==> src/rtl/bridge_pkg.sv <==
package bridge_pkg;
  typedef enum logic [1:0] {
    OB_IDLE = 2'd0,
    OB_SEND = 2'd1,
    OB_WAIT = 2'd2,
    OB_DONE = 2'd3
  } ob_state_e;

  typedef enum logic {
    IB_IDLE = 1'b0,
    IB_RESP = 1'b1
  } ib_state_e;
endpackage

==> src/rtl/bridge_outbound.sv <==
module bridge_outbound
  import bridge_pkg::*;
#(
  parameter int NODE_W = 8,
  parameter int OFS_W  = 24,
  parameter int DATA_W = 32
) (
  input  logic                    clk_i,
  input  logic                    rst_ni,
  input  logic [NODE_W-1:0]       node_id_i,
  input  logic                    bus_req_i,
  input  logic                    bus_we_i,
  input  logic [NODE_W+OFS_W-1:0] bus_addr_i,
  input  logic [DATA_W-1:0]       bus_wdata_i,
  input  logic                    port_busy_i,
  input  logic [DATA_W-1:0]       mem_rdata_i,
  input  logic                    req_gnt_i,
  input  logic                    rsp_valid_i,
  input  logic [DATA_W-1:0]       rsp_data_i,
  output logic                    bus_rdy_o,
  output logic [DATA_W-1:0]       bus_rdata_o,
  output logic                    loc_req_o,
  output logic                    req_valid_o,
  output logic                    req_write_o,
  output logic [NODE_W-1:0]       req_dst_o,
  output logic [OFS_W-1:0]        req_ofs_o,
  output logic [DATA_W-1:0]       req_data_o,
  output logic                    rsp_ready_o
);
  localparam int ADDR_W = NODE_W + OFS_W;

  ob_state_e         state_q, state_d;
  logic              wr_q;
  logic [NODE_W-1:0] dst_q;
  logic [OFS_W-1:0]  ofs_q;
  logic [DATA_W-1:0] wdata_q, rdata_q;
  logic              is_local, start_remote;

  assign is_local     = bus_addr_i[ADDR_W-1:OFS_W] == node_id_i;
  assign start_remote = (state_q == OB_IDLE) && bus_req_i && !is_local;

  always_comb begin
    state_d = state_q;
    unique case (state_q)
      OB_IDLE: if (start_remote) state_d = OB_SEND;
      OB_SEND: if (req_gnt_i) state_d = OB_WAIT;
      OB_WAIT: if (rsp_valid_i) state_d = OB_DONE;
      OB_DONE: state_d = OB_IDLE;
      default: state_d = OB_IDLE;
    endcase
  end

  always_ff @(posedge clk_i or negedge rst_ni) begin
    if (!rst_ni) begin
      state_q <= OB_IDLE;
      wr_q    <= 1'b0;
      dst_q   <= '0;
      ofs_q   <= '0;
      wdata_q <= '0;
      rdata_q <= '0;
    end else begin
      state_q <= state_d;
      if (start_remote) begin
        wr_q    <= bus_we_i;
        dst_q   <= bus_addr_i[ADDR_W-1:OFS_W];
        ofs_q   <= bus_addr_i[OFS_W-1:0];
        wdata_q <= bus_wdata_i;
      end
      if (state_q == OB_WAIT && rsp_valid_i) rdata_q <= rsp_data_i;
    end
  end

  // local path shares the port; incoming work has precedence
  assign loc_req_o   = (state_q == OB_IDLE) && bus_req_i && is_local && !port_busy_i;
  assign bus_rdy_o   = loc_req_o || (state_q == OB_DONE);
  assign bus_rdata_o = (state_q == OB_DONE) ? rdata_q : mem_rdata_i;
  assign req_valid_o = state_q == OB_SEND;
  assign req_write_o = wr_q;
  assign req_dst_o   = dst_q;
  assign req_ofs_o   = ofs_q;
  assign req_data_o  = wdata_q;
  assign rsp_ready_o = state_q == OB_WAIT;
endmodule

==> src/rtl/bridge_inbound.sv <==
module bridge_inbound
  import bridge_pkg::*;
#(
  parameter int NODE_W = 8,
  parameter int OFS_W  = 24,
  parameter int DATA_W = 32
) (
  input  logic              clk_i,
  input  logic              rst_ni,
  input  logic              rx_valid_i,
  input  logic              rx_resp_i,
  input  logic              rx_write_i,
  input  logic [NODE_W-1:0] rx_src_i,
  input  logic [OFS_W-1:0]  rx_ofs_i,
  input  logic [DATA_W-1:0] mem_rdata_i,
  input  logic              rsp_gnt_i,
  output logic              req_ready_o,
  output logic              take_o,
  output logic              rsp_valid_o,
  output logic              rsp_write_o,
  output logic [NODE_W-1:0] rsp_dst_o,
  output logic [OFS_W-1:0]  rsp_ofs_o,
  output logic [DATA_W-1:0] rsp_data_o
);
  ib_state_e         state_q;
  logic              wr_q;
  logic [NODE_W-1:0] dst_q;
  logic [OFS_W-1:0]  ofs_q;
  logic [DATA_W-1:0] data_q;

  assign req_ready_o = state_q == IB_IDLE;
  assign take_o      = req_ready_o && rx_valid_i && !rx_resp_i;

  always_ff @(posedge clk_i or negedge rst_ni) begin
    if (!rst_ni) begin
      state_q <= IB_IDLE;
      wr_q    <= 1'b0;
      dst_q   <= '0;
      ofs_q   <= '0;
      data_q  <= '0;
    end else if (take_o) begin
      state_q <= IB_RESP;
      wr_q    <= rx_write_i;
      dst_q   <= rx_src_i;
      ofs_q   <= rx_ofs_i;
      data_q  <= rx_write_i ? '0 : mem_rdata_i;
    end else if (state_q == IB_RESP && rsp_gnt_i) begin
      state_q <= IB_IDLE;
    end
  end

  assign rsp_valid_o = state_q == IB_RESP;
  assign rsp_write_o = wr_q;
  assign rsp_dst_o   = dst_q;
  assign rsp_ofs_o   = ofs_q;
  assign rsp_data_o  = data_q;
endmodule

==> src/rtl/bridge_tx_arb.sv <==
module bridge_tx_arb (
  input  logic clk_i,
  input  logic rst_ni,
  input  logic req_valid_i,
  input  logic rsp_valid_i,
  input  logic tx_ready_i,
  output logic tx_valid_o,
  output logic sel_rsp_o,
  output logic req_gnt_o,
  output logic rsp_gnt_o
);
  logic hold_q, hold_rsp_q;

  // a packet already offered stays selected until taken
  assign sel_rsp_o  = hold_q ? hold_rsp_q : rsp_valid_i;
  assign tx_valid_o = sel_rsp_o ? rsp_valid_i : req_valid_i;
  assign rsp_gnt_o  = tx_valid_o && tx_ready_i && sel_rsp_o;
  assign req_gnt_o  = tx_valid_o && tx_ready_i && !sel_rsp_o;

  always_ff @(posedge clk_i or negedge rst_ni) begin
    if (!rst_ni) begin
      hold_q     <= 1'b0;
      hold_rsp_q <= 1'b0;
    end else begin
      hold_q     <= tx_valid_o && !tx_ready_i;
      hold_rsp_q <= sel_rsp_o;
    end
  end
endmodule

==> src/rtl/node_mem_bridge.sv <==
module node_mem_bridge #(
  parameter int NODE_W = 8,
  parameter int OFS_W  = 24,
  parameter int DATA_W = 32
) (
  input  logic                    clk_i,
  input  logic                    rst_ni,
  input  logic [NODE_W-1:0]       node_id_i,
  input  logic                    bus_req_i,
  input  logic                    bus_we_i,
  input  logic [NODE_W+OFS_W-1:0] bus_addr_i,
  input  logic [DATA_W-1:0]       bus_wdata_i,
  output logic                    bus_rdy_o,
  output logic [DATA_W-1:0]       bus_rdata_o,
  output logic                    mem_req_o,
  output logic                    mem_we_o,
  output logic [OFS_W-1:0]        mem_addr_o,
  output logic [DATA_W-1:0]       mem_wdata_o,
  input  logic [DATA_W-1:0]       mem_rdata_i,
  output logic                    tx_valid_o,
  input  logic                    tx_ready_i,
  output logic                    tx_resp_o,
  output logic                    tx_write_o,
  output logic [NODE_W-1:0]       tx_dst_o,
  output logic [NODE_W-1:0]       tx_src_o,
  output logic [OFS_W-1:0]        tx_ofs_o,
  output logic [DATA_W-1:0]       tx_data_o,
  input  logic                    rx_valid_i,
  output logic                    rx_ready_o,
  input  logic                    rx_resp_i,
  input  logic                    rx_write_i,
  input  logic [NODE_W-1:0]       rx_src_i,
  input  logic [OFS_W-1:0]        rx_ofs_i,
  input  logic [DATA_W-1:0]       rx_data_i
);
  logic              ib_take, ib_ready, ob_loc;
  logic              ob_req_valid, ob_req_write, ob_rsp_ready;
  logic [NODE_W-1:0] ob_req_dst;
  logic [OFS_W-1:0]  ob_req_ofs;
  logic [DATA_W-1:0] ob_req_data;
  logic              ib_rsp_valid, ib_rsp_write;
  logic [NODE_W-1:0] ib_rsp_dst;
  logic [OFS_W-1:0]  ib_rsp_ofs;
  logic [DATA_W-1:0] ib_rsp_data;
  logic              sel_rsp, req_gnt, rsp_gnt;

  bridge_outbound #(.NODE_W(NODE_W), .OFS_W(OFS_W), .DATA_W(DATA_W)) u_out (
    .clk_i, .rst_ni, .node_id_i, .bus_req_i, .bus_we_i, .bus_addr_i, .bus_wdata_i,
    .port_busy_i (ib_take),
    .mem_rdata_i,
    .req_gnt_i   (req_gnt),
    .rsp_valid_i (rx_valid_i && rx_resp_i),
    .rsp_data_i  (rx_data_i),
    .bus_rdy_o, .bus_rdata_o,
    .loc_req_o   (ob_loc),
    .req_valid_o (ob_req_valid),
    .req_write_o (ob_req_write),
    .req_dst_o   (ob_req_dst),
    .req_ofs_o   (ob_req_ofs),
    .req_data_o  (ob_req_data),
    .rsp_ready_o (ob_rsp_ready)
  );

  bridge_inbound #(.NODE_W(NODE_W), .OFS_W(OFS_W), .DATA_W(DATA_W)) u_in (
    .clk_i, .rst_ni, .rx_valid_i, .rx_resp_i, .rx_write_i, .rx_src_i, .rx_ofs_i,
    .mem_rdata_i,
    .rsp_gnt_i   (rsp_gnt),
    .req_ready_o (ib_ready),
    .take_o      (ib_take),
    .rsp_valid_o (ib_rsp_valid),
    .rsp_write_o (ib_rsp_write),
    .rsp_dst_o   (ib_rsp_dst),
    .rsp_ofs_o   (ib_rsp_ofs),
    .rsp_data_o  (ib_rsp_data)
  );

  bridge_tx_arb u_arb (
    .clk_i, .rst_ni,
    .req_valid_i (ob_req_valid),
    .rsp_valid_i (ib_rsp_valid),
    .tx_ready_i,
    .tx_valid_o,
    .sel_rsp_o   (sel_rsp),
    .req_gnt_o   (req_gnt),
    .rsp_gnt_o   (rsp_gnt)
  );

  assign mem_req_o   = ib_take || ob_loc;
  assign mem_we_o    = ib_take ? rx_write_i : bus_we_i;
  assign mem_addr_o  = ib_take ? rx_ofs_i : bus_addr_i[OFS_W-1:0];
  assign mem_wdata_o = ib_take ? rx_data_i : bus_wdata_i;

  assign rx_ready_o  = rx_resp_i ? ob_rsp_ready : ib_ready;

  assign tx_resp_o   = sel_rsp;
  assign tx_write_o  = sel_rsp ? ib_rsp_write : ob_req_write;
  assign tx_dst_o    = sel_rsp ? ib_rsp_dst : ob_req_dst;
  assign tx_src_o    = node_id_i;
  assign tx_ofs_o    = sel_rsp ? ib_rsp_ofs : ob_req_ofs;
  assign tx_data_o   = sel_rsp ? ib_rsp_data : ob_req_data;
endmodule

==> config.mk <==
export PLATFORM = sky130hd
export DESIGN_NAME = node_mem_bridge
export DESIGN_NICKNAME = d
export VERILOG_FILES = /design/src/rtl/bridge_pkg.sv /design/src/rtl/bridge_outbound.sv /design/src/rtl/bridge_inbound.sv /design/src/rtl/bridge_tx_arb.sv /design/src/rtl/node_mem_bridge.sv
export SDC_FILE = /design/constraint.sdc
export NUM_CORES = 1
export LEC_CHECK = 0
export BUFFER_PORTS_ARGS = -buffer_cell sky130_fd_sc_hd__buf_2
export CAP_MARGIN = 40
export CORE_MARGIN = 2
export CORE_UTILIZATION = 49
export CTS_BUF_LIST = sky130_fd_sc_hd__clkbuf_8 sky130_fd_sc_hd__clkbuf_16
export CTS_CLUSTER_DIAMETER = 100
export CTS_CLUSTER_SIZE = 40
export DETAILED_ROUTE_END_ITERATION = 6
export GPL_ROUTABILITY_DRIVEN = 1
export GPL_TIMING_DRIVEN = 0
export PLACE_DENSITY = 0.81
export SYNTH_ARGS = -nofsm -noshare
export SYNTH_HDL_FRONTEND = slang
export SYNTH_SLANG_ARGS = --single-unit
==> constraint.sdc <==
create_clock -name clk_i -period 2.3 [get_ports clk_i]
set_input_delay 0.115 -clock clk_i [delete_from_list [all_inputs] [get_ports clk_i]]
set_output_delay 0.115 -clock clk_i [all_outputs]
set_load 0.01 [all_outputs]
# --- Word level (Yosys, flattened, before mapping) ---
# Cells that the tools add are included.
op_classes:
  n_addsub: 0
  multipliers: 0
  div_mod_pow: 0
  n_lt_le_gt_ge: 0
  eq_ne: 7
  n_shift: 0
  mux: 18
  n_bitwise: 1
  n_reduce_logical: 23
ops:
  columns: ["op", "n"]
  rows:
  - ["two-way mux 32 bit", 4]
  - ["two-way mux 24 bit", 2]
  - ["logical AND 1 bit", 13]
  - ["equality test 8 bit", 1]
  - ["two-way mux 8 bit", 1]
  - ["one-hot mux 2 bit (4 select lines)", 1]
  - ["two-way mux 1 bit", 7]
  - ["two-way mux 2 bit", 3]
  - ["zero test 1 bit", 5]
  - ["equality test 2 bit, second input constant", 2]
  - ["!= test 2 x 1 -> 1 bit, second input constant", 2]
  - ["AND reduction 3 bit", 1]
  - ["equality test 2 x 1 -> 1 bit, second input constant", 1]
  - ["zero test 2 bit", 1]
  - ["logical OR 1 bit", 2]
  - ["!= test 2 bit, second input constant", 1]
  - ["nonzero test 2 bit", 1]
  - ["inverter 1 bit", 1]
totals:
  register_bits: 167
  latch_bits: 0
  ram_bits: 0
  rom_bits: 0
  input_bits: 176
  output_inout_bits: 167
  word_cells: 62
  memories: 0

# --- Depth between registers and ports, before layout ---
# Gate-level depths: netlist (run 1).
logic_depth:
  ltp_word: 7
  ltp_mapped: 7

# --- Modules after synthesis ---
# A second synthesis (run 1) with hierarchy kept.
hier_totals:
  cells_unflattened: 614
  hier_area_um2: 8937.3
by_module_without_submodules:
  columns: ["mod", "instances", "cells_per_inst", "area_per_inst_um2"]
  rows:
  - ["bridge_outbound", 1, 279, 4498.1]
  - ["bridge_inbound", 1, 176, 2675.1]
  - ["node_mem_bridge", 1, 146, 1650.3]
  - ["bridge_tx_arb", 1, 13, 113.9]

# --- Worst setup path after synthesis (run 1) ---
# Ideal clock, no wire load.
synth_timing:
  path_kind: "reg2reg"
  from: "reg u_out.state_q[0]"
  to: "reg u_out.rdata_q[10]"
  arrival_ps: 1503
  path_slack_ps: 672
  path_stages_with_launch: 6
  synth_period_minus_slack_ps: 1628
  cell_sequence: "dfrtp_1 > inv_1 > ha_1 > nand3_1 > clkbuf_1 > mux2_2"
synth_between:
  elab_chain_len: 2
synth_lines:
  columns: ["item", "line", "rtl"]
  rows:
  - ["start, declared", "bridge_outbound.sv:32", "ob_state_e state_q, state_d;"]
  - ["start signal, assigned", "bridge_outbound.sv:62", "state_q <= state_d;"]
  - ["equality test 2 bit", "bridge_outbound.sv:69", "if (state_q == OB_WAIT && rsp_valid_i) rdata_q <= rsp_data_i;"]
  - ["logical AND 1 bit", "bridge_outbound.sv:69", null]
  - ["end signal, assigned", "bridge_outbound.sv:69", null]
  - ["end, declared", "bridge_outbound.sv:36", "logic [DATA_W-1:0] wdata_q, rdata_q;"]
# Every way passes these cells.
# A chain may end at the register's enable or synchronous reset.

# --- Worst setup path in the final report (run 1) ---
layout_timing:
  from: "reg u_in.state_q, in the netlist u_in.rsp_valid_o"
  to: "out mem_wdata_o[14]"
layout_between:
  elab_chain_len: 4
layout_lines:
  columns: ["item", "line", "rtl"]
  rows:
  - ["start, declared", "bridge_inbound.sv:25", "ib_state_e state_q;"]
  - ["start signal, assigned", "bridge_inbound.sv:36", "state_q <= IB_IDLE;"]
  - ["start signal, assigned", "bridge_inbound.sv:42", "state_q <= IB_RESP;"]
  - ["start signal, assigned", "bridge_inbound.sv:48", "state_q <= IB_IDLE;"]
  - ["inverter 1 bit", "bridge_inbound.sv:31", "assign req_ready_o = state_q == IB_IDLE;"]
  - ["logical AND 1 bit (2 in a row)", "bridge_inbound.sv:32", "assign take_o = req_ready_o && rx_valid_i && !rx_resp_i;"]
  - ["two-way mux 32 bit", "node_mem_bridge.sv:91", "assign mem_wdata_o = ib_take ? rx_data_i : bus_wdata_i;"]
  - ["end, declared", "node_mem_bridge.sv:18", "output logic [DATA_W-1:0] mem_wdata_o,"]
# Every way passes these cells.

==> results of run 1 <==
==> sequential cells by signal (all words and copies together), names as in the netlist <==
register,cells
u_in.rsp_data_o,32
u_out.rdata_q,32
u_out.req_data_o,32
u_in.rsp_ofs_o,24
u_out.req_ofs_o,24
u_in.rsp_dst_o,8
u_out.req_dst_o,8
u_out.state_q,2
u_arb.hold_q,1
u_arb.hold_rsp_q,1
u_in.rsp_valid_o,1
u_in.rsp_write_o,1
u_out.req_write_o,1
==> cell type report <==
cell class,instances,share of cell area [%]
buffer,55,2.74
sequential,167,32.3
multi-input combinational,576,31.7
antenna,2,0.0387
timing repair buffer,508,26.3
inverter,5,0.145
tap,225,2.18
clock inverter,13,1.11
clock buffer,19,3.50
==> metal layers <==
layer | wire, um | vias to the layer above
met5 | 0 | -
met4 | 1630 | 0
met3 | 2310 | 139
met2 | 15100 | 487
met1 | 11800 | 3992
li1 | - | 3700
==> cell families (layout without fill, tap and decap cells) <==
| family | after synthesis | after routing | synth area share (%) |
|---|---|---|---|
| xor gates and xnor gates | 8 | 8 | 0.816 |
| and+or+nand+nor | 360 | 360 | 17.4 |
| DFF | 167 | 167 | 48.7 |
| AOI/OAI and AO/OA | 5 | 5 | 0.481 |
| other | 0 | 2 | 0 |
| muxes | 198 | 198 | 28.1 |
| adders and majority gates | 5 | 5 | 0.728 |
| buffers and inverters | 62 | 600 | 3.85 |
==> how the worst min path moves through the flow <==
stage,startpoint,endpoint,slack [ns]
6_report,rx_write_i,u_in.rsp_data_o[0]$_DFFE_PN0N_,0.06
5_1_grt,rx_write_i,u_in.rsp_data_o[0]$_DFFE_PN0N_,0.08
4_1_cts,rx_write_i,u_in.rsp_data_o[0]$_DFFE_PN0N_,0.06
3_5_place_dp,rst_ni,u_in.rsp_ofs_o[20]$_DFFE_PN0N_,0.12
3_3_place_gp,rx_src_i[6],u_in.rsp_dst_o[6]$_DFFE_PN0N_,0.31
2_1_floorplan,rst_ni,u_arb.hold_q$_DFF_PN0_,-0.18
==> where the power goes <==
part / internal (uW) / switching (uW) / total [uW]
combinational: 3530 / 3110 / 6640
sequential: 4140 / 691 / 4830
clock: 1670 / 1250 / 2920
total: 9340 / 5050 / 14400
==> metrics by stage <==
stage / power, uW / setup WS (ns) / TNS [ns]
after global placement: 10800 / -1.46 / -240.87
after detailed placement: 10900 / 0.0205 / 0
after floorplan: 8740 / 0.672 / 0
final: 14400 / 0.0494 / 0
after global routing: 15100 / -0.0270 / -0.0535
after CTS: 14100 / 0.0113 / 0
==> tightest hold or removal path, stage by stage <==
cell,delay (ns)
buf_2,0.17
nand3b_1,0.13
nand2_1,0.05
==> repair_timing <==
item,4_1_cts,5_1_grt
hold buffers,163,0
endpoints found under the hold margin,238,0
setup endpoints to repair,128,74
buffers inserted,0,2
cloned,0,0
gates resized for setup,22,12
==> layout by cell type (no fill, tap or decap), types with 2 or more instances in the layout <==
cell type | Yosys | layout
buf_6 | 6 | 7
a21oi_1 | 2 | 2
nand3_1 | 2 | 2
ha_1 | 5 | 4
clkbuf_1 | 23 | 10
clkbuf_4 | 0 | 3
mux2_2 | 145 | 145
mux2i_1 | 3 | 2
clkinv_2 | 0 | 2
buf_2 | 18 | 348
clkbuf_2 | 0 | 9
bufinv_16 | 0 | 2
buf_4 | 8 | 19
clkbuf_8 | 0 | 2
clkbuf_16 | 0 | 17
diode_2 | 0 | 2
nand3b_1 | 32 | 32
nand2_1 | 315 | 315
xnor2_1 | 8 | 8
dlygate4sd3_1 | 0 | 163
nand4_1 | 2 | 2
buf_1 | 2 | 2
mux2_4 | 50 | 50
inv_6 | 0 | 4
clkinvlp_4 | 0 | 4
dfrtp_1 | 167 | 166
nor2_1 | 5 | 5
inv_1 | 5 | 5
==> summary.txt, run 1 <==
Final period util: 97.9%
EDFF count, synth: 0
die height: 136 um
HP Class: in -> reg
fin nets: 1511
Worst setup SP type: flip-flop
final setup vio count: 0
TritonCTS clock tree: yes
pwr/cell area: 1110 mW/mm^2
H-tree depth: 4
clock slew at reported path FFs: 0.07 ns
Mean Syn Cell Area: 10.7 sq um
CP arrival: 2.14 ns
Worst R2R End: u_out.rdata_q[23]$_DFFE_PN0P_
synth cell count leaders: nand2_1, dfrtp_1, mux2_2
wire per inst: 19.7 um
RSZ-0062 raised after global routing: true
Hold Fails Final Rpt: 0
multi-input logic area: 0.00410 sq mm
post-route insts no fill: 1570
Core ar.: 0.0172 sq mm
Leak: 0.00677 uW
GRT Residual Overflow: 0
max-cap violations: 0
GR met2 Demand/Resource: 56.0%
post-placement cell area: 0.0106 sq mm
r2r setup slk: 0.21 ns
fillers: 1017
clock latency at the later pin of the worst-skew pair: 0.43 ns
GR Util met3: 6.90%
CTS sink cnt: 167
FF-to-FF path depth: 5
register area: 0.00418 sq mm
Cell variety after synth: 25
placed cells: 1373
antenna-violating nets left: 0
Clock Tree Root: clkbuf_16
outcome: completed
port bufs: 342
DRT iter0 DRCs: 421
R2R Path Start: u_out.state_q[0]$_DFFE_PN0P_
Crit Path Class: reg -> out
FFs w/ async S/R, synth: 100%
Synth Cell Area: 0.00859 sq mm
Crit. Startpoint: u_in.rsp_valid_o$_DFFE_PN0P_
critical path's top delay family: simple AND/OR/NAND/NOR gates
cell chain of the critical path: or3b_4 -> buf_4 -> clkbuf_4 -> nand2_1 -> nand2_1 -> buf_2
die area: 0.0186 sq mm
number of remaining DRC errors: 0
post-route cell area: 0.0129 sq mm
share of post-route cells with drive strength above 1: 46.2%
GR Util All Layers: 32.8%
hold slack: 0.0578 ns
max_slew headroom: 57.9%
Ys Warns: 0
cts bufs inserted: 17
crit end category: primary output
Site Rows: 48
most frequent CP cell: nand2_1
sequential-to-total area share from yosys stat: 48.7%
Die Wd: 136 um
crit path to: mem_wdata_o[14]
Worst VDD drop: 0.000608 V
most frequent cell after synthesis: nand2_1
first-pass GRT wire length: 45.8 mm
Initial Util: 49.8%
global placer's final weighted congestion: 0.807
post-synth top area share: 48.7%
largest net degree at the start of global routing: 93
final core occ: 75.0%
clk buf depth: 2
number of global-route vias before repair: 8670
Final Routed Wirelength: 30.9 mm
top cell type by total area after synthesis: dfrtp_1
Worst Max-Slew Pin Slew: 0.631 ns
Clock Skew: 0.0102 ns
I/O pin total: 343
Hold Path Stages: 3
post-DP HPWL: 18.6 mm
largest stage delay on the critical path: 0.47 ns
via count: 8318
largest cells by area after synthesis: dfrtp_1, mux2_2, nand2_1
synthesis-stage register bit count: 167
CP max stage cell: or3b_4
Post-Syn Nets: 986
grt peak-use layer: met2
max frequency: 444 MHz
WP depth: 6
Tmin final: 2.25 ns
DR vias/cell: 5.30
Syn Inst Count: 805
count of pins over their slew limit: 0
initial antenna violation count: 1
Worst Path Max Fanout: 10
P&R area growth vs syn: 50.5%
Primary FF master, synth: dfrtp_1
Data required, critical path: 2.18 ns
First-pass DRT Iterations: 5
met1 Use GR: 38.3%
Worst Path Buf+Inv: 3
Note: power is estimated with default switching activity, not from simulation.
==> run 2: changes to the inputs <==
--- a/config.mk
+++ b/config.mk
@@ -8,14 +8,14 @@
 export BUFFER_PORTS_ARGS = -buffer_cell sky130_fd_sc_hd__buf_2
 export CAP_MARGIN = 40
 export CORE_MARGIN = 2
-export CORE_UTILIZATION = 49
+export CORE_UTILIZATION = 40
 export CTS_BUF_LIST = sky130_fd_sc_hd__clkbuf_8 sky130_fd_sc_hd__clkbuf_16
 export CTS_CLUSTER_DIAMETER = 100
 export CTS_CLUSTER_SIZE = 40
 export DETAILED_ROUTE_END_ITERATION = 6
 export GPL_ROUTABILITY_DRIVEN = 1
 export GPL_TIMING_DRIVEN = 0
-export PLACE_DENSITY = 0.81
+export PLACE_DENSITY = 0.68
 export SYNTH_ARGS = -nofsm -noshare
 export SYNTH_HDL_FRONTEND = slang
 export SYNTH_SLANG_ARGS = --single-unit
==> run 2 against run 1 <==
Die area increased by 22%. Sequential share of layout area decreased by 0.13 points. Clock power decreased by 5%. Hold slack improved by 0.0018 ns. Critical path type unchanged. Largest power group unchanged.
==> summary.txt, run 2 (synthesized netlist as in run 1, its figures left out) <==
I/O pin total: 343 (unchanged)
sequential share of power: 33.8% (+0.2 points)
share of post-route cells with drive strength above 1: 46.1% (-0.15 points)
Internal: 9230 uW (-1.2%)
die area: 0.0227 sq mm (+22%)
count of pins over their slew limit: 0 (unchanged)
DR vias/cell: 4.78 (-9.8%)
Crit Path Class: reg -> out
post-DP HPWL: 19.3 mm (+4.1%)
post-route insts no fill: 1618 (+3.1%)
wire per inst: 17.7 um (-10%)
setup TNS: 0 ns (unchanged)
placed cells: 1424 (+3.7%)
max frequency: 454 MHz (+2.1%)
first-pass GRT wire length: 43.7 mm (-4.4%)
TritonCTS clock tree: yes
Worst Path Max Fanout: 10 (unchanged)
die height: 151 um (+10%)
fin nets: 1512 (+0.066%)
most common cell after layout, fill and taps aside: buf_2
sw frac: 34.5% (-0.57 points)
via count: 7735 (-7.0%)
max_slew headroom: 57.0% (-0.89 points)
clock slew at reported path FFs: 0.07 ns (about the same)
CP arrival: 2.09 ns (-0.05 ns)
max-cap violations: 0 (unchanged)
Worst Path Buf+Inv: 3 (unchanged)
clock latency at the later pin of the worst-skew pair: 0.42 ns (about the same)
Site Rows: 53 (+10%)
Tmin final: 2.20 ns (-0.0473 ns)
cts bufs inserted: 17 (unchanged)
H-tree depth: 4 (unchanged)
commonest non-fill, non-tap cells in the layout: buf_2, nand2_1, dfrtp_1, dlygate4sd3_1, mux2_2
Worst VDD drop: 0.000522 V (-14%)
largest stage delay on the critical path: 0.42 ns (-0.05 ns)
P&R area growth vs syn: 51.2%
final core occ: 61.8% (-13 points)
CTS sink cnt: 167 (unchanged)
CP max stage cell: dfrtp_1
GRT Residual Overflow: 0 (unchanged)
First-pass DRT Iterations: 4 (-1)
antenna cells: 0 (-2)
global placer's final weighted congestion: 0.831 (+2.9%)
number of global-route vias before repair: 8183 (-5.6%)
final setup vio count: 0 (unchanged)
Clock Tree Root: clkbuf_16
pwr/cell area: 1090 mW/mm^2 (-2.5%)
antenna-violating nets left: 0 (unchanged)
largest net degree at the start of global routing: 99 (+6.5%)
Clock power frac: 19.8% (-0.5 points)
initial antenna violation count: 0 (-1)
number of remaining DRC errors: 0 (unchanged)
Final period util: 95.8% (-2.1 points)
Initial Util: 40.9% (-9.0 points)
net load switching power: 4860 uW (-3.7%)
DRT iter0 DRCs: 246 (-42%)
HP Class: in -> reg
Worst setup SP type: flip-flop
Worst Max-Slew Pin Slew: 0.645 ns (+0.0134 ns)
GR Util All Layers: 25.2% (-7.6 points)
Hold Fails Final Rpt: 0 (unchanged)
Leak: 0.00677 uW (about the same)
clk buf depth: 2 (unchanged)
Gate power share: 46.5% (+0.4 points)
crit end category: primary output
port bufs: 342 (unchanged)
critical path's top delay family: multiplexers
Die Wd: 151 um (+10%)
Data required, critical path: 2.18 ns (about the same)
cell chain of the critical path: mux2i_4 -> buf_8 -> buf_4 -> mux2_2 -> buf_2
outcome: completed
Clock Skew: 0.0122 ns (+0.00203 ns)
Core ar.: 0.0210 sq mm (+22%)
Final Routed Wirelength: 28.6 mm (-7.2%)
==> run 2: power groups by stage <==
stage          clock [uW]  combinational (uW)  sequential (uW)
6_report             2780                6550             4760
5_1_grt              2960                7070             4910
4_1_cts              2840                6510             4740
3_5_place_dp            0                6190             4780
3_3_place_gp            0                6120             4720
2_1_floorplan           0                4160             4580
==> run 2: tightest hold or removal path, stage by stage <==
cell and delay (ns):
buf_2 0.16, nand3b_1 0.12, nand2_1 0.05
==> run 2: routing by layer <==
| metal | up-vias | global-route usage [%] | routed length [um] |
|---|---|---|---|
| li1 | 3703 | - | - |
| met3 | 52 | 6.61 | 2020 |
| met2 | 307 | 43.5 | 14100 |
| met4 | 0 | 9.39 | 787 |
| met5 | - | 0 | 0 |
| met1 | 3673 | 30.3 | 11700 |
==> run 2: path summary, 6_finish.rpt <==
path                                                   end  slack [ns]                           start  depth (start not counted)
min in group asynchronous  u_out.req_ofs_o[15]$_DFFE_PN0P_        0.23                          rst_ni                          2
min reg2reg                 u_in.rsp_data_o[8]$_DFFE_PN0N_        0.47  u_in.rsp_data_o[8]$_DFFE_PN0N_                          2
max                                           tx_data_o[4]         0.1          u_arb.hold_q$_DFF_PN0_                          5
max reg2reg                  u_out.rdata_q[13]$_DFFE_PN0P_        0.23    u_out.state_q[0]$_DFFE_PN0P_                          5
max in group asynchronous  u_out.req_data_o[8]$_DFFE_PN0P_        1.16                          rst_ni                          3
min                         u_in.rsp_data_o[1]$_DFFE_PN0N_        0.06                      rx_write_i                          3
==> run 2: layout make-up <==
class,instances,area (sq um)
plain buffers,55,374
clock buffers,18,439
clock inverters,13,121
fillers,1664,8040
inverters,5,18.8
multi-input cells,576,4100
flip-flops and latches,167,4180
well taps,275,344
repair buffers,509,3410
==> run 2: what timing repair did <==
action,4_1_cts,5_1_grt
endpoints found under the hold margin,232,0
buffers inserted,0,2
endpoints found under the setup margin,128,104
gates resized for setup,22,19
hold buffers,163,0
gates cloned,0,0
pin swaps,0,1
==> run 2: through the flow <==
step	worst slack, ns	hold slack [ns]	instance area [sq um]	power [uW]
after floorplan	0.672	-0.181	8590	8740
after global placement	-1.57	0.307	10600	10800
after detailed placement	-0.0226	0.105	10700	11000
after CTS	0.00357	0.0487	12900	14100
after global routing	-0.00977	0.0557	13000	14900
final	0.0967	0.0597	13000	14100
==> run 3: changes to the inputs <==
--- a/config.mk
+++ b/config.mk
@@ -14,7 +14,7 @@
 export CTS_CLUSTER_SIZE = 40
 export DETAILED_ROUTE_END_ITERATION = 6
 export GPL_ROUTABILITY_DRIVEN = 1
-export GPL_TIMING_DRIVEN = 0
+export GPL_TIMING_DRIVEN = 1
 export PLACE_DENSITY = 0.68
 export SYNTH_ARGS = -nofsm -noshare
 export SYNTH_HDL_FRONTEND = slang
==> run 3 against run 2 <==
Maximum frequency grew 1.5%. Highest routed layer unchanged. Wire length fell by 6.3%. Register-to-register slack improved by 0.26 ns.
==> summary.txt, run 3 (synthesized netlist as in run 1, its figures left out) <==
Leak: 0.00663 uW (-2.1%)
max-cap violations: 0 (unchanged)
FF-to-FF path depth: 5 (unchanged)
clock latency at the later pin of the worst-skew pair: 0.43 ns (about the same)
Final period util: 94.3% (-1.5 points)
RSZ-0062 raised after global routing: false
share of post-route cells with drive strength above 1: 45.3% (-0.80 points)
Worst Slack Setup Final: 0.130 ns (+0.0335 ns)
cts bufs inserted: 17 (unchanged)
First-pass DRT Iterations: 4 (unchanged)
Post-Place Setup Slack: 0.466 ns (+0.489 ns)
fillers: 1684 (+1.2%)
Die Wd: 151 um (unchanged)
Site Rows: 53 (unchanged)
Initial Util: 40.9% (unchanged)
DRT iter0 DRCs: 335 (+36%)
GR Util All Layers: 23.5% (-1.7 points)
max frequency: 461 MHz (+1.5%)
hold slack: 0.129 ns (+0.0693 ns)
antenna-violating nets left: 0 (unchanged)
outcome: completed
crit end category: primary output
global placer's final weighted congestion: 0.815 (-1.8%)
clk buf depth: 2 (unchanged)
most common cell after layout, fill and taps aside: buf_2
initial antenna violation count: 1 (+1)
Hold Fails Final Rpt: 0 (unchanged)
setup TNS: 0 ns (unchanged)
DR vias/cell: 4.88 (+2.1%)
crit path to: tx_data_o[17]
Worst setup SP type: flip-flop
H-tree depth: 4 (unchanged)
I/O pin total: 343 (unchanged)
Clock Tree Root: clkbuf_16
Crit Path Class: reg -> out
CP arrival: 2.05 ns (-0.04 ns)
Crit. Startpoint: u_arb.hold_q$_DFF_PN0_
number of global-route vias before repair: 8005 (-2.2%)
via count: 7671 (-0.83%)
Clock Skew: 0.0186 ns (+0.00646 ns)
Worst Max-Slew Pin Slew: 0.584 ns (-0.0609 ns)
Final Routed Wirelength: 26.8 mm (-6.3%)
pwr/cell area: 1090 mW/mm^2 (+0.82%)
number of remaining DRC errors: 0 (unchanged)
CTS sink cnt: 167 (unchanged)
commonest non-fill, non-tap cells in the layout: buf_2, nand2_1, dfrtp_1, dlygate4sd3_1, mux2_2
post-DP HPWL: 16.6 mm (-14%)
Data required, critical path: 2.18 ns (about the same)
R2R Path Start: u_out.state_q[0]$_DFFE_PN0P_
final setup vio count: 0 (unchanged)
largest net degree at the start of global routing: 88 (-11%)
P&R area growth vs syn: 49.0%
GRT Residual Overflow: 0 (unchanged)
r2r setup slk: 0.49 ns (+0.26 ns)
max_slew headroom: 61.1% (+4.1 points)
Worst VDD drop: 0.000492 V (-5.6%)
die area: 0.0227 sq mm (unchanged)
TritonCTS clock tree: yes
first-pass GRT wire length: 41.2 mm (-5.7%)
HP Class: in -> async
wire per inst: 17.1 um (-3.6%)
Worst Path Max Fanout: 30 (+20)
Worst R2R End: u_out.rdata_q[1]$_DFFE_PN0P_
fin nets: 1465 (-3.1%)
clock slew at reported path FFs: 0.07 ns (about the same)
Core ar.: 0.0210 sq mm (unchanged)
die height: 151 um (unchanged)
count of pins over their slew limit: 0 (unchanged)
port bufs: 342 (unchanged)
Tmin final: 2.17 ns (-0.0335 ns)
-- run 3: layout make-up --
cell class	instances	area, sq um	area share (%)
inverters	5	18.8	0.147
multi-input cells	576	4110	32.1
diodes	1	2.50	0.0196
clock inverters	13	146	1.14
well taps	275	344	2.69
repair buffers	517	3560	27.8
flip-flops and latches	167	4180	32.6
clock buffers	18	439	3.43
-- run 3: critical path, stage by stage (launching register included) --
cell and delay (ns):
dfrtp_1 0.43, mux2i_4 0.32, buf_6 0.33, mux2_2 0.39, buf_2 0.14
-- run 3: repair_timing --
item | in CTS | in global routing
hold buffers | 163 | 0
resized for setup | 0 | 1
buffers inserted | 0 | 0
endpoints found under the hold margin | 330 | 0
setup endpoints to repair | 0 | 27
-- run 3: metal layers --
layer,track usage [%],vias to the layer above,wire [um]
met1,28.8,3658,11300
met3,5.61,70,1710
li1,-,3610,-
met2,39.1,333,12900
met5,0,-,0
met4,11.1,0,995
-- run 3: stage by stage --
stage / util (%) / total power [uW] / cell area [sq um] / std cells
6_report: 60.9 / 14000 / 12800 / 1572
5_1_grt: 60.9 / 14900 / 12800 / 1571
4_1_cts: 60.9 / 14100 / 12800 / 1571
3_5_place_dp: 50.3 / 10900 / 10600 / 1377
3_3_place_gp: 50.3 / 10800 / 10600 / 1377
2_1_floorplan: - / 8740 / 8590 / 805
-- run 3: worst min-delay path by stage --
| stage | slack (ns) | from | cells after the start | endpoint |
|---|---|---|---|---|
| 2_1_floorplan | -0.18 | rst_ni | 0 | u_arb.hold_q$_DFF_PN0_ |
| 3_3_place_gp | 0.0007 | rst_ni | 1 | u_out.req_ofs_o[15]$_DFFE_PN0P_ |
| 3_5_place_dp | -0.0002 | rst_ni | 1 | u_out.req_ofs_o[21]$_DFFE_PN0P_ |
| 4_1_cts | 0.12 | rst_ni | 2 | u_out.rdata_q[26]$_DFFE_PN0P_ |
| 5_1_grt | 0.14 | rst_ni | 2 | u_out.req_ofs_o[21]$_DFFE_PN0P_ |
| 6_report | 0.13 | rst_ni | 2 | u_out.req_ofs_o[21]$_DFFE_PN0P_ |
-- run 3: where the power goes --
part	internal [uW]	leakage [uW]	switching, uW	total (uW)
clock	1640	0.000277	1200	2840
combinational	3480	0.00431	2860	6340
sequential	4140	0.00204	688	4830
total	9260	0.00663	4750	14000
